[src/rtl/dram_retention_seq.sv]
module dram_retention_seq #(
  parameter int AW    = 16,
  parameter int DW    = 64,
  parameter int NSLOT = 8,
  parameter int LCW   = 16,
  parameter int TW    = 20,
  parameter int PW    = 16,
  parameter int TCW   = 6,
  parameter int ERRW  = 32
) (
  input  logic            clk,
  input  logic            rst_n,
  input  logic            start,
  input  logic [1:0]      cfg_pattern,
  input  logic [AW-1:0]   cfg_base,
  input  logic [LCW-1:0]  cfg_lines,
  input  logic [TW-1:0]   cfg_wait,
  input  logic [PW-1:0]   cfg_prescale,
  input  logic [TCW-1:0]  cfg_trcd,
  input  logic [TCW-1:0]  cfg_tras,
  input  logic [TCW-1:0]  cfg_twr,
  input  logic [TCW-1:0]  cfg_trp,
  output logic            cmd_valid,
  input  logic            cmd_ready,
  output logic [1:0]      cmd_op,
  output logic [AW-1:0]   cmd_addr,
  output logic [DW-1:0]   cmd_wdata,
  input  logic            rd_valid,
  input  logic [DW-1:0]   rd_data,
  output logic            busy,
  output logic            done,
  output logic [ERRW-1:0] err_count,
  output logic [AW-1:0]   first_fail_addr
);
  localparam int SW = (NSLOT > 1) ? $clog2(NSLOT) : 1;
  localparam logic [1:0] OP_ACT = 2'd0, OP_WR = 2'd1, OP_RD = 2'd2, OP_PRE = 2'd3;

  typedef enum logic [1:0] {S_FREE, S_OP, S_WAIT, S_DUE} slot_t;
  typedef enum logic [2:0] {E_IDLE, E_ACT, E_COL, E_RDATA, E_PRE, E_RP} eng_t;

  function automatic logic [DW-1:0] pat_gen(input logic [1:0] sel, input logic [AW-1:0] a);
    logic [DW-1:0] x;
    case (sel)
      2'd0: x = '0;
      2'd1: x = '1;
      2'd2: x = a[0] ? {(DW/2){2'b01}} : {(DW/2){2'b10}};
      default: begin
        x = {(DW/AW){a}} ^ {(DW/32){32'h9E3779B9}};
        x = x ^ (x << 13);
        x = x ^ (x >> 7);
        x = x ^ (x << 17);
      end
    endcase
    return x;
  endfunction

  eng_t             eng;
  logic [SW-1:0]    cur_slot;
  logic             cur_wr;
  logic [AW-1:0]    cur_addr;
  logic [TCW-1:0]   act_age, col_age, pre_age;
  logic [PW-1:0]    pre_cnt;
  logic [LCW-1:0]   issued;
  slot_t            slot_st   [NSLOT];
  logic [AW-1:0]    slot_addr [NSLOT];
  logic [TW-1:0]    slot_tmr  [NSLOT];

  logic             due_any, free_any, all_free;
  logic [SW-1:0]    due_idx, free_idx;
  logic             tick, acc;
  logic [DW-1:0]    pat_exp;

  always_comb begin
    due_any  = 1'b0;
    free_any = 1'b0;
    all_free = 1'b1;
    due_idx  = '0;
    free_idx = '0;
    for (int i = NSLOT - 1; i >= 0; i--) begin
      if (slot_st[i] == S_DUE) begin
        due_any = 1'b1;
        due_idx = SW'(i);
      end
      if (slot_st[i] == S_FREE) begin
        free_any = 1'b1;
        free_idx = SW'(i);
      end else begin
        all_free = 1'b0;
      end
    end
  end

  assign tick      = (pre_cnt == cfg_prescale);
  assign pat_exp   = pat_gen(cfg_pattern, cur_addr);
  assign cmd_addr  = cur_addr;
  assign cmd_wdata = pat_exp;
  assign acc       = cmd_valid && cmd_ready;

  always_comb begin
    cmd_valid = 1'b0;
    cmd_op    = OP_ACT;
    case (eng)
      E_ACT: cmd_valid = 1'b1;
      E_COL: begin
        cmd_valid = (act_age >= cfg_trcd);
        cmd_op    = cur_wr ? OP_WR : OP_RD;
      end
      E_PRE: begin
        cmd_valid = (act_age >= cfg_tras) && (!cur_wr || col_age >= cfg_twr);
        cmd_op    = OP_PRE;
      end
      default: ;
    endcase
  end

  always_ff @(posedge clk or negedge rst_n) begin
    if (!rst_n) begin
      eng             <= E_IDLE;
      cur_slot        <= '0;
      cur_wr          <= 1'b0;
      cur_addr        <= '0;
      act_age         <= '1;
      col_age         <= '1;
      pre_age         <= '1;
      pre_cnt         <= '0;
      issued          <= '0;
      busy            <= 1'b0;
      done            <= 1'b0;
      err_count       <= '0;
      first_fail_addr <= '0;
      for (int i = 0; i < NSLOT; i++) begin
        slot_st[i]   <= S_FREE;
        slot_addr[i] <= '0;
        slot_tmr[i]  <= '0;
      end
    end else begin
      pre_cnt <= tick ? '0 : pre_cnt + PW'(1);
      act_age <= (acc && cmd_op == OP_ACT) ? TCW'(1) : ((act_age == '1) ? act_age : act_age + TCW'(1));
      col_age <= (acc && (cmd_op == OP_WR || cmd_op == OP_RD)) ? TCW'(1) :
                 ((col_age == '1) ? col_age : col_age + TCW'(1));
      pre_age <= (acc && cmd_op == OP_PRE) ? TCW'(1) : ((pre_age == '1) ? pre_age : pre_age + TCW'(1));

      for (int i = 0; i < NSLOT; i++) begin
        if (slot_st[i] == S_WAIT) begin
          if (slot_tmr[i] == '0) slot_st[i] <= S_DUE;
          else if (tick)         slot_tmr[i] <= slot_tmr[i] - TW'(1);
        end
      end

      if (start && !busy) begin
        busy            <= 1'b1;
        done            <= 1'b0;
        issued          <= '0;
        err_count       <= '0;
        first_fail_addr <= '0;
        pre_cnt         <= '0;
      end else begin
        case (eng)
          E_IDLE: if (busy) begin
            if (due_any) begin
              cur_slot          <= due_idx;
              cur_addr          <= slot_addr[due_idx];
              cur_wr            <= 1'b0;
              slot_st[due_idx]  <= S_OP;
              eng               <= E_ACT;
            end else if (free_any && issued != cfg_lines) begin
              cur_slot          <= free_idx;
              cur_addr          <= cfg_base + AW'(issued);
              slot_addr[free_idx] <= cfg_base + AW'(issued);
              cur_wr            <= 1'b1;
              slot_st[free_idx] <= S_OP;
              issued            <= issued + LCW'(1);
              eng               <= E_ACT;
            end else if (all_free && issued == cfg_lines) begin
              busy <= 1'b0;
              done <= 1'b1;
            end
          end
          E_ACT: if (cmd_ready) eng <= E_COL;
          E_COL: if (acc) eng <= cur_wr ? E_PRE : E_RDATA;
          E_RDATA: if (rd_valid) begin
            if (rd_data != pat_exp) begin
              if (err_count != '1)  err_count <= err_count + ERRW'(1);
              if (err_count == '0)  first_fail_addr <= cur_addr;
            end
            eng <= E_PRE;
          end
          E_PRE: if (acc) eng <= E_RP;
          E_RP: if (pre_age >= cfg_trp) begin
            if (cur_wr) begin
              slot_st[cur_slot]  <= S_WAIT;
              slot_tmr[cur_slot] <= cfg_wait;
            end else begin
              slot_st[cur_slot]  <= S_FREE;
            end
            eng <= E_IDLE;
          end
          default: eng <= E_IDLE;
        endcase
      end
    end
  end
endmodule

[config.mk]
export PLATFORM = sky130hd
export DESIGN_NAME = dram_retention_seq
export DESIGN_NICKNAME = d
export VERILOG_FILES = /design/src/rtl/dram_retention_seq.sv
export SDC_FILE = /design/constraint.sdc
export NUM_CORES = 1
export LEC_CHECK = 0
export BUFFER_PORTS_ARGS = -buffer_cell sky130_fd_sc_hd__buf_2
export CORE_AREA = 2 2 227 229
export CTS_CLUSTER_DIAMETER = 60
export DETAILED_ROUTE_END_ITERATION = 10
export DIE_AREA = 0 0 229 231
export PLACE_DENSITY = 0.77
export SYNTH_ARGS = -nofsm -noshare
export SYNTH_HDL_FRONTEND = slang
export SYNTH_SLANG_ARGS = --single-unit
[constraint.sdc]
create_clock -name clk -period 3.63 [get_ports clk]
set_input_delay 0.1815 -clock clk [delete_from_list [all_inputs] [get_ports clk]]
set_output_delay 0.1815 -clock clk [all_outputs]
set_load 0.03 [all_outputs]
After elaboration in Yosys (flattened, before gate mapping)

Cells that the tools add are included.

$add $sub $neg: 15
Magnitude comparators: 10
Equal/unequal tests: 46
Mux-type cells: 161
Bitwise logic cells: 20
Reduce and logical (&&, ||, !) cells: 52

Operators with widths:

| operator                | count |
|---|---|
| $mux W160               | 4 |
| $mux W20                | 25 |
| $mux W16                | 23 |
| $pmux W64 S3            | 1 |
| $bwmux W160             | 1 |
| $logic_not A20 Y1       | 8 |
| $mux W32                | 5 |
| $sub A20 B1 Y20 const B | 8 |
| $bwmux W128             | 1 |
| $xor A64 B64 Y64        | 2 |
| $mux W3                 | 27 |
| $mux W64                | 1 |
| $ne A64 B64 Y1          | 1 |
| $xor A64 B57 Y64        | 1 |
| $demux W20 S3           | 1 |
| $bmux W16 S3            | 1 |
| $demux W16 S3           | 1 |
| $mux W2                 | 20 |
| $not A40 Y40            | 1 |
| $eq A2 B2 Y1 const B    | 19 |
| $mux W1                 | 37 |
| $mux W6                 | 6 |
| $add A16 B1 Y16 const B | 2 |
| $add A32 B1 Y32 const B | 1 |
| other kinds (38)        | 107 |

Register bits: 427
Output and inout port bits: 133

Longest topological paths before layout

Gate-level depths: netlist of the first run.

Word-level depth: 21
Depth in mapped cells: 16
Mapped depth without buffers: 13

Least setup slack after synthesis of the first run

OpenSTA, ideal clock, no wires.

Path kind: register to register
Start: register cur_addr[12] (netlist: cmd_addr[12])
End: register first_fail_addr[10]
Library setup time: 79 ps
Arrival: 3799 ps
Required time: 3551 ps
Setup slack: -248 ps
Cell stages (with the launch flop): 14
Buffers on the path: 3
Clock period less this slack: 3878 ps
Cell sequence: dfrtp_1 buf_6 xor3_2 xnor2_4 xnor2_1 a21oi_1 nor2b_1 nor4_1 and3_1 and4_4 buf_6 nor4_4 buf_6 mux2i_1

Longest elaborated chain between the ends: 8

Ends and longest elaborated chain:

| element                             | RTL line | text |
|---|---|---|
| start: declaration                  | 60       | `logic [AW-1:0] cur_addr;` |
| start signal: assignment            | 162      | `cur_addr <= slot_addr[due_idx];` |
| start signal: assignment            | 168      | `cur_addr <= cfg_base + AW'(issued);` |
| $not A40 Y40 (no source line)       | --       |  |
| $xor A64 B64 Y64                    | 49       | `x = x ^ (x << 13);` |
| $xor A64 B57 Y64                    | 50       | `x = x ^ (x >> 7);` |
| $xor A64 B64 Y64                    | 51       | `x = x ^ (x << 17);` |
| $pmux W64 S3                        | 43       | `case (sel)` |
| named net cmd_wdata[28]             | 27       | `output logic [DW-1:0] cmd_wdata,` |
| $ne A64 B64 Y1                      | 182      | `if (rd_data != pat_exp) begin` |
| $reduce_bool A2 Y1 (no source line) | --       |  |
| $reduce_and A4 Y1 (no source line)  | --       |  |
| end signal: assignment              | 184      | `if (err_count == '0) first_fail_addr <= cur_addr;` |
| end: declaration                    | 33       | `output logic [AW-1:0] first_fail_addr` |

The timed path passes the listed nets, and every way through them passes these cells.
A chain may end at the register's enable or synchronous reset.

Worst setup path in the final report of the first run

Start: register cur_addr[0] (netlist: cmd_addr[0])
End: register err_count[13]

Longest elaborated chain between the ends: 8
Elaborated cells on any way between the ends: 9
Those cells by class: 1 x eq/ne; 2 x mux; 4 x bitwise; 2 x reduce/logical

Ends and longest elaborated chain:

| element                               | RTL line | text |
|---|---|---|
| $not A40 Y40 (no source line)         | --       |  |
| $xor A64 B64 Y64                      | 49       |  |
| $xor A64 B57 Y64                      | 50       |  |
| $xor A64 B64 Y64                      | 51       |  |
| $pmux W64 S3 *                        | 43       |  |
| $ne A64 B64 Y1 *                      | 182      |  |
| $reduce_bool A2 Y1 (no source line) * | --       |  |
| $reduce_and A4 Y1 (no source line) *  | --       |  |
| end signal: assignment                | 183      | `if (err_count != '1) err_count <= err_count + ERRW'(1);` |
| end: declaration                      | 32       | `output logic [ERRW-1:0] err_count,` |

Mark *: on every way between the ends. The rest lies on a longest branch, timed or not.

==> results of run 1 <==
[worst max-delay path by stage]
stage | endpoint | depth (start not counted) | slack (ns) | from
3_5_place_dp | err_count[9]$_DFFE_PN0P_ | 12 | -0.20 | cmd_addr[5]$_DFFE_PN0P_
2_1_floorplan | err_count[9]$_DFFE_PN0P_ | 14 | 0.02 | cmd_addr[12]$_DFFE_PN0P_
3_3_place_gp | err_count[5]$_DFFE_PN0P_ | 12 | -0.13 | cmd_addr[5]$_DFFE_PN0P_
6_report | err_count[13]$_DFFE_PN0P_ | 13 | 0.07 | cmd_addr[0]$_DFFE_PN0P_
4_1_cts | err_count[9]$_DFFE_PN0P_ | 13 | 0.004 | cmd_addr[3]$_DFFE_PN0P_
5_1_grt | slot_tmr[10]$_DFF_PN0_ | 13 | -0.13 | pre_age[0]$_DFFE_PN1P_
[final cells by class]
| type | count | share of cell area, % |
|---|---|---|
| Timing Repair Buffer | 506 | 10.4 |
| Sequential cell | 427 | 32.9 |
| Multi-Input combinational cell | 2352 | 48.0 |
| Antenna cell | 1 | 0.00768 |
| Tap cell | 680 | 2.61 |
| Clock inverter | 25 | 1.24 |
| Clock buffer | 62 | 4.00 |
| Inverter | 79 | 0.910 |
[critical path: cells and delay by family, from the launching register on]
family | cells | cell delay [ns]
AO/OA/AOI/OAI | 5 | 0.99
buffers and inverters | 3 | 0.53
flip-flops | 1 | 0.46
multiplexers | 1 | 0.17
AND/OR/NAND/NOR | 4 | 1.23
[placed cells by master (no fill, tap or decap), types with 16 or more instances in the layout]
cell type,netlist,routed
or4_1,47,47
nand3b_1,17,17
inv_1,79,79
xnor2_2,23,20
nand3_1,63,63
nand2b_1,45,44
buf_2,17,294
o21ai_0,269,268
mux2_2,66,65
a21oi_1,123,115
dlygate4sd3_1,0,21
buf_12,0,16
mux2i_1,63,63
xnor2_1,158,154
nand4_1,34,34
nor2_1,216,215
a22oi_1,18,18
o22ai_1,30,30
nor2b_1,24,22
o31ai_1,45,45
buf_4,9,168
and3_1,32,32
or3_1,42,42
nor4_1,77,72
ha_1,64,64
clkbuf_16,0,49
xor2_1,117,115
a21o_1,27,27
a31oi_1,16,16
dfrtp_1,409,399
dfstp_2,18,18
nand2_1,434,432
nor3_1,79,73
[registers in the layout (all words and copies together) (netlist names), 3 cells and up]
signal and count:
slot_tmr 160, slot_addr 128, err_count 32, cmd_addr 16
first_fail_addr 16, issued 16, pre_cnt 16, slot_st 16
act_age 6, col_age 6, pre_age 6, cur_slot 3
eng 3
[per-layer routing]
layer | global-route usage [%] | routed length [um]
met1 | 44.9 | 36900
met4 | 12.1 | 3130
met2 | 52.6 | 41200
met3 | 5.06 | 7320
met5 | 0 | 27
[power by group through the flow]
stage	logic, W	registers, W	clock network [W]
floorplan	0.0112	0.00772	0
global placement	0.0175	0.00777	0
detailed placement	0.0177	0.00789	0
CTS	0.0179	0.00783	0.00532
global route	0.0201	0.00811	0.00553
finish	0.0191	0.00792	0.00525
[repair_timing]
item / 4_1_cts / 5_1_grt
endpoints found under the hold margin: 240 / 0
pin swaps: 0 / 10
setup buffers: 0 / 11
endpoints found under the setup margin: 48 / 102
hold buffers: 21 / 0
gates resized for setup: 4 / 45
cloned: 0 / 3
[logic make-up after synthesis]
| kind of cell | Yosys count | synth area share, % |
|---|---|---|
| AOI/OAI and AO/OA | 665 | 15.1 |
| xor gates and xnor gates | 318 | 12.0 |
| adders and majority gates | 65 | 3.03 |
| buffers and inverters | 260 | 4.05 |
| DFF | 427 | 39.5 |
| muxes | 132 | 5.21 |
| and+or+nand+nor | 1172 | 21.1 |
[metrics by stage]
| stage | TNS, ns | power [W] | cell area, um^2 | instances | hold slack [ns] |
|---|---|---|---|---|---|
| floorplan | 0 | 0.0189 | 27100 | 3039 | -0.114 |
| finish | 0 | 0.0322 | 32600 | 4132 | 0.0188 |
| global route | -2.53 | 0.0338 | 32600 | 4131 | 0.0416 |
| CTS | 0 | 0.0311 | 32100 | 4117 | 0.000117 |
| detailed placement | -7.92 | 0.0256 | 30200 | 4009 | 0.349 |
| global placement | -4.76 | 0.0253 | 30200 | 4009 | 0.343 |
==> qor.log, run 1 <==
[run_status] outcome finished, final reports clean
[flow_run] max-cap violations 0
[synthesis] Synth Cell Area 27,100 um^2
[power_and_ir_drop] Cell Int Power 0.0175 W
[clock_tree] Clock Root Buffer clkbuf_16
[placed_design] final HPWL from detailed placement 64,700 um
[worst_setup_path] cells traversed along the worst timing path buf_12 > buf_4 > nand2_1 > mux2_4 > o22ai_1 > a311o_1 > a2111o_1 > or4_4 > a2111oi_4 > and4_4 > clkbuf_16 > or4_1 > a21oi_1
[power_and_ir_drop] share of total power in the clock network 16.3%
[worst_setup_path] crit start category register
[floorplan] number of top-level pins 296
[final_layout] synthesis-to-finish area growth 20.2%
[synthesis] synth unique cells 92
[global_routing] number of global-route vias before repair 24,500
[power_and_ir_drop] Sequential Power Share 24.6%
[global_routing] GRT Overall Usage 32.7%
[global_routing] residual overflow from global routing 0
[power_and_ir_drop] worst supply voltage drop on vdd 0.729 mV
[floorplan] number of rows in the core area 83
[worst_setup_path] crit path max fanout 16
[final_layout] storage element area 10,700 um^2
[worst_setup_path] critical path data required time 4.07 ns
[synthesis] count of flip-flops with a built-in enable after synthesis 0
[hold_path] WHS Endpoint slot_tmr[10]$_DFF_PN0_
[clock_tree] H-tree levels 2
[sta] unrepaired setup endpoints after global routing yes
[hold_path] Worst Hold Class in -> reg
[placed_design] GPL Wtd Cong 0.992
[final_layout] multi-input combinational cell area 15,600 um^2
[final_layout] Nets 3,641
[hold_path] hold-critical path depth 3
[synthesis] Async SR Flop Fraction 100%
[floorplan] Die ar. 52,900 um^2
[synthesis] leading post-synthesis cells by cell area dfrtp_1 (38%), nand2_1 (6.0%), xnor2_1 (5.1%), o21ai_0 (5.0%), xor2_1 (3.8%)
[synthesis] count leader, synth nand2_1
[floorplan] die boundary height 231 um
[global_routing] number of antenna violations at the first check in global routing 2
[drt] routed length per placed instance 21.4 um
[final_layout] count of fill cells added during filler insertion 4,135
[floorplan] Initial Utilization 53.5%
[drt] via count 25,200
[power_and_ir_drop] ratio of total power to cell area 989 nW/um^2
[power_and_ir_drop] relative contribution of combinational cells to total power 59.1%
[worst_setup_path] Setup crit end kind register
[clock_tree] TritonCTS clock tree yes
[synthesis] instance count of the mapped netlist 3,039
[global_routing] first-pass GRT wire length 138,000 um
[worst_setup_path] Critical Path Slowest Stage Cell or4_4
[sta] Period minus WS final 3.56 ns
[power_and_ir_drop] Lkg Pwr 14.8 nW
[power_and_ir_drop] Switching Share 45.7%
[final_layout] final core utilization 64.3%
[clock_tree] CTS buffer count 47
[synthesis] sequential fraction of the synthesis area 39.5%
[drt] router iterations before antenna repair 7
[worst_setup_path] setup slack, reg-to-reg 0.07 ns
[hold_path] hold path start cfg_wait[10]
[synthesis] mean instance size in the synthesized netlist 8.92 um^2
[drt] drt total wl 88,500 um
[global_routing] maximum number of pins on one net before global-route repair 123
[synthesis] leading post-synthesis cells by instance count nand2_1 (434), dfrtp_1 (409), o21ai_0 (269), nor2_1 (216), xnor2_1 (158)
[placed_design] I/O Buffers 295
[synthesis] Yosys warning total 0
[synthesis] most frequently used flop master after synthesis dfrtp_1
[worst_setup_path] source of the worst register-to-register timing path cmd_addr[0]$_DFFE_PN0P_
[sta] Hold Fails Final Rpt 0
[clock_tree] clock input transition at the sequential cells of the worst setup and hold paths 0.07 ns
[sta] Slew Viols, Final 0
[drt] # DRC 0
[sta] Final Skew 0.0345 ns
[sta] Max Clock Freq 0.281 GHz
[sta] Finish-stage setup viols 0
[worst_setup_path] worst reg-to-reg path cell count 13
[power_and_ir_drop] net switching component of the power 0.0147 W
[synthesis] area leader, netlist dfrtp_1
[sta] worst-case headroom to the max-slew limit 20.6%
[synthesis] top-area cell type share of the netlist area 37.8%
[placed_design] post-placement setup slack -0.203 ns
[worst_setup_path] Crit Reg-Reg Endpoint err_count[13]$_DFFE_PN0P_
[clock_tree] maximum buffer depth of the clock tree 3
[worst_setup_path] arrival time of data at the critical path endpoint 4.00 ns
[sta] transition time of the tightest slew-check pin 1.18 ns
[drt] number of vias per cell after detailed routing 6.11
[drt] remaining antenna violation count after routing 0
[final_layout] share of cells above drive strength 1 22.0%
[sta] crit share post-route 97.9%
[worst_setup_path] kind of critical path reg -> reg
[drt] DRC violation total after the first TritonRoute iteration 2,665
[floorplan] die boundary width 229 um
[worst_setup_path] slowest stage delay, CP 0.55 ns
[clock_tree] Sink Count 427
[floorplan] placeable core area 50,700 um^2
[sta] Final WS setup 0.0748 ns
[clock_tree] clock latency of the later-clocked register in the worst-skew pair 0.61 ns
[synthesis] post-synth net total 3,267
[synthesis] #FFs+latches synth 427
Power figures use the tool's default switching activity.
==> inputs of run 2 (changes only) <==
CORE_AREA = 2 2 225 227   (was 2 2 227 229)
DIE_AREA = 0 0 227 229   (was 0 0 229 231)
PLACE_DENSITY = 0.75   (was 0.77)
SLEW_MARGIN = 20   (was default)
clock period = 3.54 ns   (was 3.63 ns; I/O delays follow)
==> qor.log, run 2 (synthesis gave the netlist of run 1 again) <==
[worst_setup_path] worst reg-to-reg path cell count 13
[worst_setup_path] largest delay contributor family on the critical path simple AND/OR/NAND/NOR gates
[floorplan] number of rows in the core area 82
[clock_tree] Clock Root Buffer clkbuf_16
[clock_tree] clock input transition at the sequential cells of the worst setup and hold paths 0.06 ns
[flow_run] max-cap violations 0
[clock_tree] CTS buffer count 50
[global_routing] number of antenna violations at the first check in global routing 4
[final_layout] final cell area excluding filler cells 33,400 um^2
[sta] transition time of the tightest slew-check pin 0.963 ns
[final_layout] storage element area 10,700 um^2
[floorplan] die boundary height 229 um
[final_layout] biggest registers after layout slot_tmr (160), slot_addr (128), err_count (32)
[sta] crit share post-route 105%
[worst_setup_path] critical path data required time 4.04 ns
[floorplan] placeable core area 49,700 um^2
[worst_setup_path] crit path max fanout 8
[run_status] outcome complete, but fails checks
[drt] router iterations before antenna repair 6
[clock_tree] clock latency of the later-clocked register in the worst-skew pair 0.61 ns
[final_layout] Largest Register slot_tmr
[power_and_ir_drop] worst supply voltage drop on vdd 0.932 mV
[placed_design] DP Cell Count 4,006
[sta] Final Skew 0.0253 ns
[clock_tree] H-tree levels 2
[final_layout] leading cell type in the layout, fill and taps excluded nand2_1
[floorplan] die boundary width 227 um
[placed_design] GPL Wtd Cong 1.00
[placed_design] post-placement setup slack -0.313 ns
[drt] number of vias per cell after detailed routing 6.14
[worst_setup_path] arrival time of data at the critical path endpoint 4.22 ns
[worst_setup_path] kind of critical path reg -> reg
[placed_design] placed instance area 30,200 um^2
[sta] Period minus WS final 3.72 ns
[run_status] violations in the final reports setup timing
[sta] Slew Viols, Final 0
[worst_setup_path] critical path depth 13
[power_and_ir_drop] Lkg Pwr 15.1 nW
[final_layout] final std cells w/o fill 4,164
[worst_setup_path] Buf/Inv on CP 3
[final_layout] share of cells above drive strength 1 24.9%
[clock_tree] maximum buffer depth of the clock tree 3
[drt] DRC violation total after the first TritonRoute iteration 2,560
[sta] hold slack 0.0527 ns
[sta] worst-case headroom to the max-slew limit 35.8%
[drt] # DRC 0
[worst_setup_path] cell repeated most along the worst path xnor2_4
[final_layout] flip-flop count of the largest register, all copies and words added 160
[drt] drt total wl 90,800 um
[global_routing] GRT Overall Usage 33.9%
[global_routing] residual overflow from global routing 0
[worst_setup_path] cells traversed along the worst timing path buf_4 > xnor2_2 > xnor2_4 > xnor2_4 > nor4_1 > nor4_2 > or4_4 > a2111oi_4 > and4_4 > buf_6 > buf_12 > o31ai_2 > a21oi_1
[final_layout] multi-input combinational cell area 16,100 um^2
[drt] remaining antenna violation count after routing 0
[floorplan] number of top-level pins 296
[global_routing] first-pass GRT wire length 139,000 um
[final_layout] count of fill cells added during filler insertion 3,993
[power_and_ir_drop] ratio of total power to cell area 1000 nW/um^2
[placed_design] final HPWL from detailed placement 64,100 um
[final_layout] synthesis-to-finish area growth 23.4%
[sta] unrepaired setup endpoints after global routing yes
[worst_setup_path] slowest stage delay, CP 0.56 ns
[global_routing] maximum number of pins on one net before global-route repair 113
[sta] Final WS setup -0.177 ns
[worst_setup_path] Critical Path Slowest Stage Cell dfrtp_4
[worst_setup_path] crit start category register
[clock_tree] Sink Count 427
[sta] Finish-stage setup viols 44
[sta] Max Clock Freq 0.269 GHz
[clock_tree] TritonCTS clock tree yes
[placed_design] I/O Buffers 295
[hold_path] Worst Hold Class in -> reg
[floorplan] Die ar. 52,000 um^2
[drt] via count 25,600
[worst_setup_path] Setup crit end kind register
[final_layout] leading cell types in the layout, fill and taps excluded nand2_1 (432), dfrtp_1 (394), buf_2 (293)
[hold_path] hold-critical path depth 4
[global_routing] number of global-route vias before repair 24,900
[sta] Hold Fails Final Rpt 0
[final_layout] Nets 3,676
[drt] routed length per placed instance 21.8 um
[floorplan] Initial Utilization 54.6%
[run 2: worst min-delay path: stages]
cell      delay [ns]
buf_2           0.13
nand3b_1        0.08
a311oi_1        0.08
a21o_1          0.15
[run 2: per-layer routing]
metal / vias up / share of wire [%] / track usage, % / wire length (um)
met5: - / 0.050 / 0 / 45
met4: 6 / 3.8 / 12.2 / 3460
met3: 237 / 8.7 / 6.52 / 7860
met2: 1252 / 46 / 54.0 / 41900
met1: 12500 / 41 / 46.1 / 37600
li1: 11600 / - / - / -
[run 2: area by class of cell]
class | count | share of cell area (%)
antenna | 2 | 0.0150
clock inverter | 19 | 0.670
sequential | 427 | 32.1
tap | 672 | 2.52
clock buffer | 75 | 4.64
multi-input combinational | 2352 | 48.2
inverter | 79 | 0.887
timing repair buffer | 538 | 11.0
[run 2: final timing paths]
check                                            from                          to  slack (ns)
hold reg to reg            slot_addr[100]$_DFFE_PN0P_  slot_addr[100]$_DFFE_PN0P_        0.48
hold / removal                              cmd_ready          eng[0]$_DFFE_PN0P_        0.05
setup reg to reg              cmd_addr[0]$_DFFE_PN0P_   err_count[13]$_DFFE_PN0P_       -0.18
setup / recovery              cmd_addr[0]$_DFFE_PN0P_   err_count[13]$_DFFE_PN0P_       -0.18
max in group asynchronous                       rst_n     slot_tmr[147]$_DFF_PN0_        2.23
min in group asynchronous                       rst_n      slot_tmr[70]$_DFF_PN0_        0.22
[run 2: power by group]
part	switching, W	internal (W)
combinational	0.0114	0.00845
sequential	0.00158	0.00655
clock	0.00220	0.00327
total	0.0152	0.0183
[run 2: timing repair]
action                     CTS  global route
setup endpoints to repair   52           114
resized for setup           16           131
hold endpoints to repair   230             0
hold buffers                22             0
gates cloned                 0             9
setup buffers                4            29
pin swaps                    4            77
[run 2: per-stage QoR]
step / power (W) / TNS, ns / util (%)
2_1_floorplan: 0.0194 / 0 / -
3_3_place_gp: 0.0256 / -13.43 / 60.9
3_5_place_dp: 0.0260 / -13.51 / 60.9
4_1_cts: 0.0319 / -0.0393 / 65.2
5_1_grt: 0.0353 / -4.63 / 67.3
6_report: 0.0335 / -3.50 / 67.3
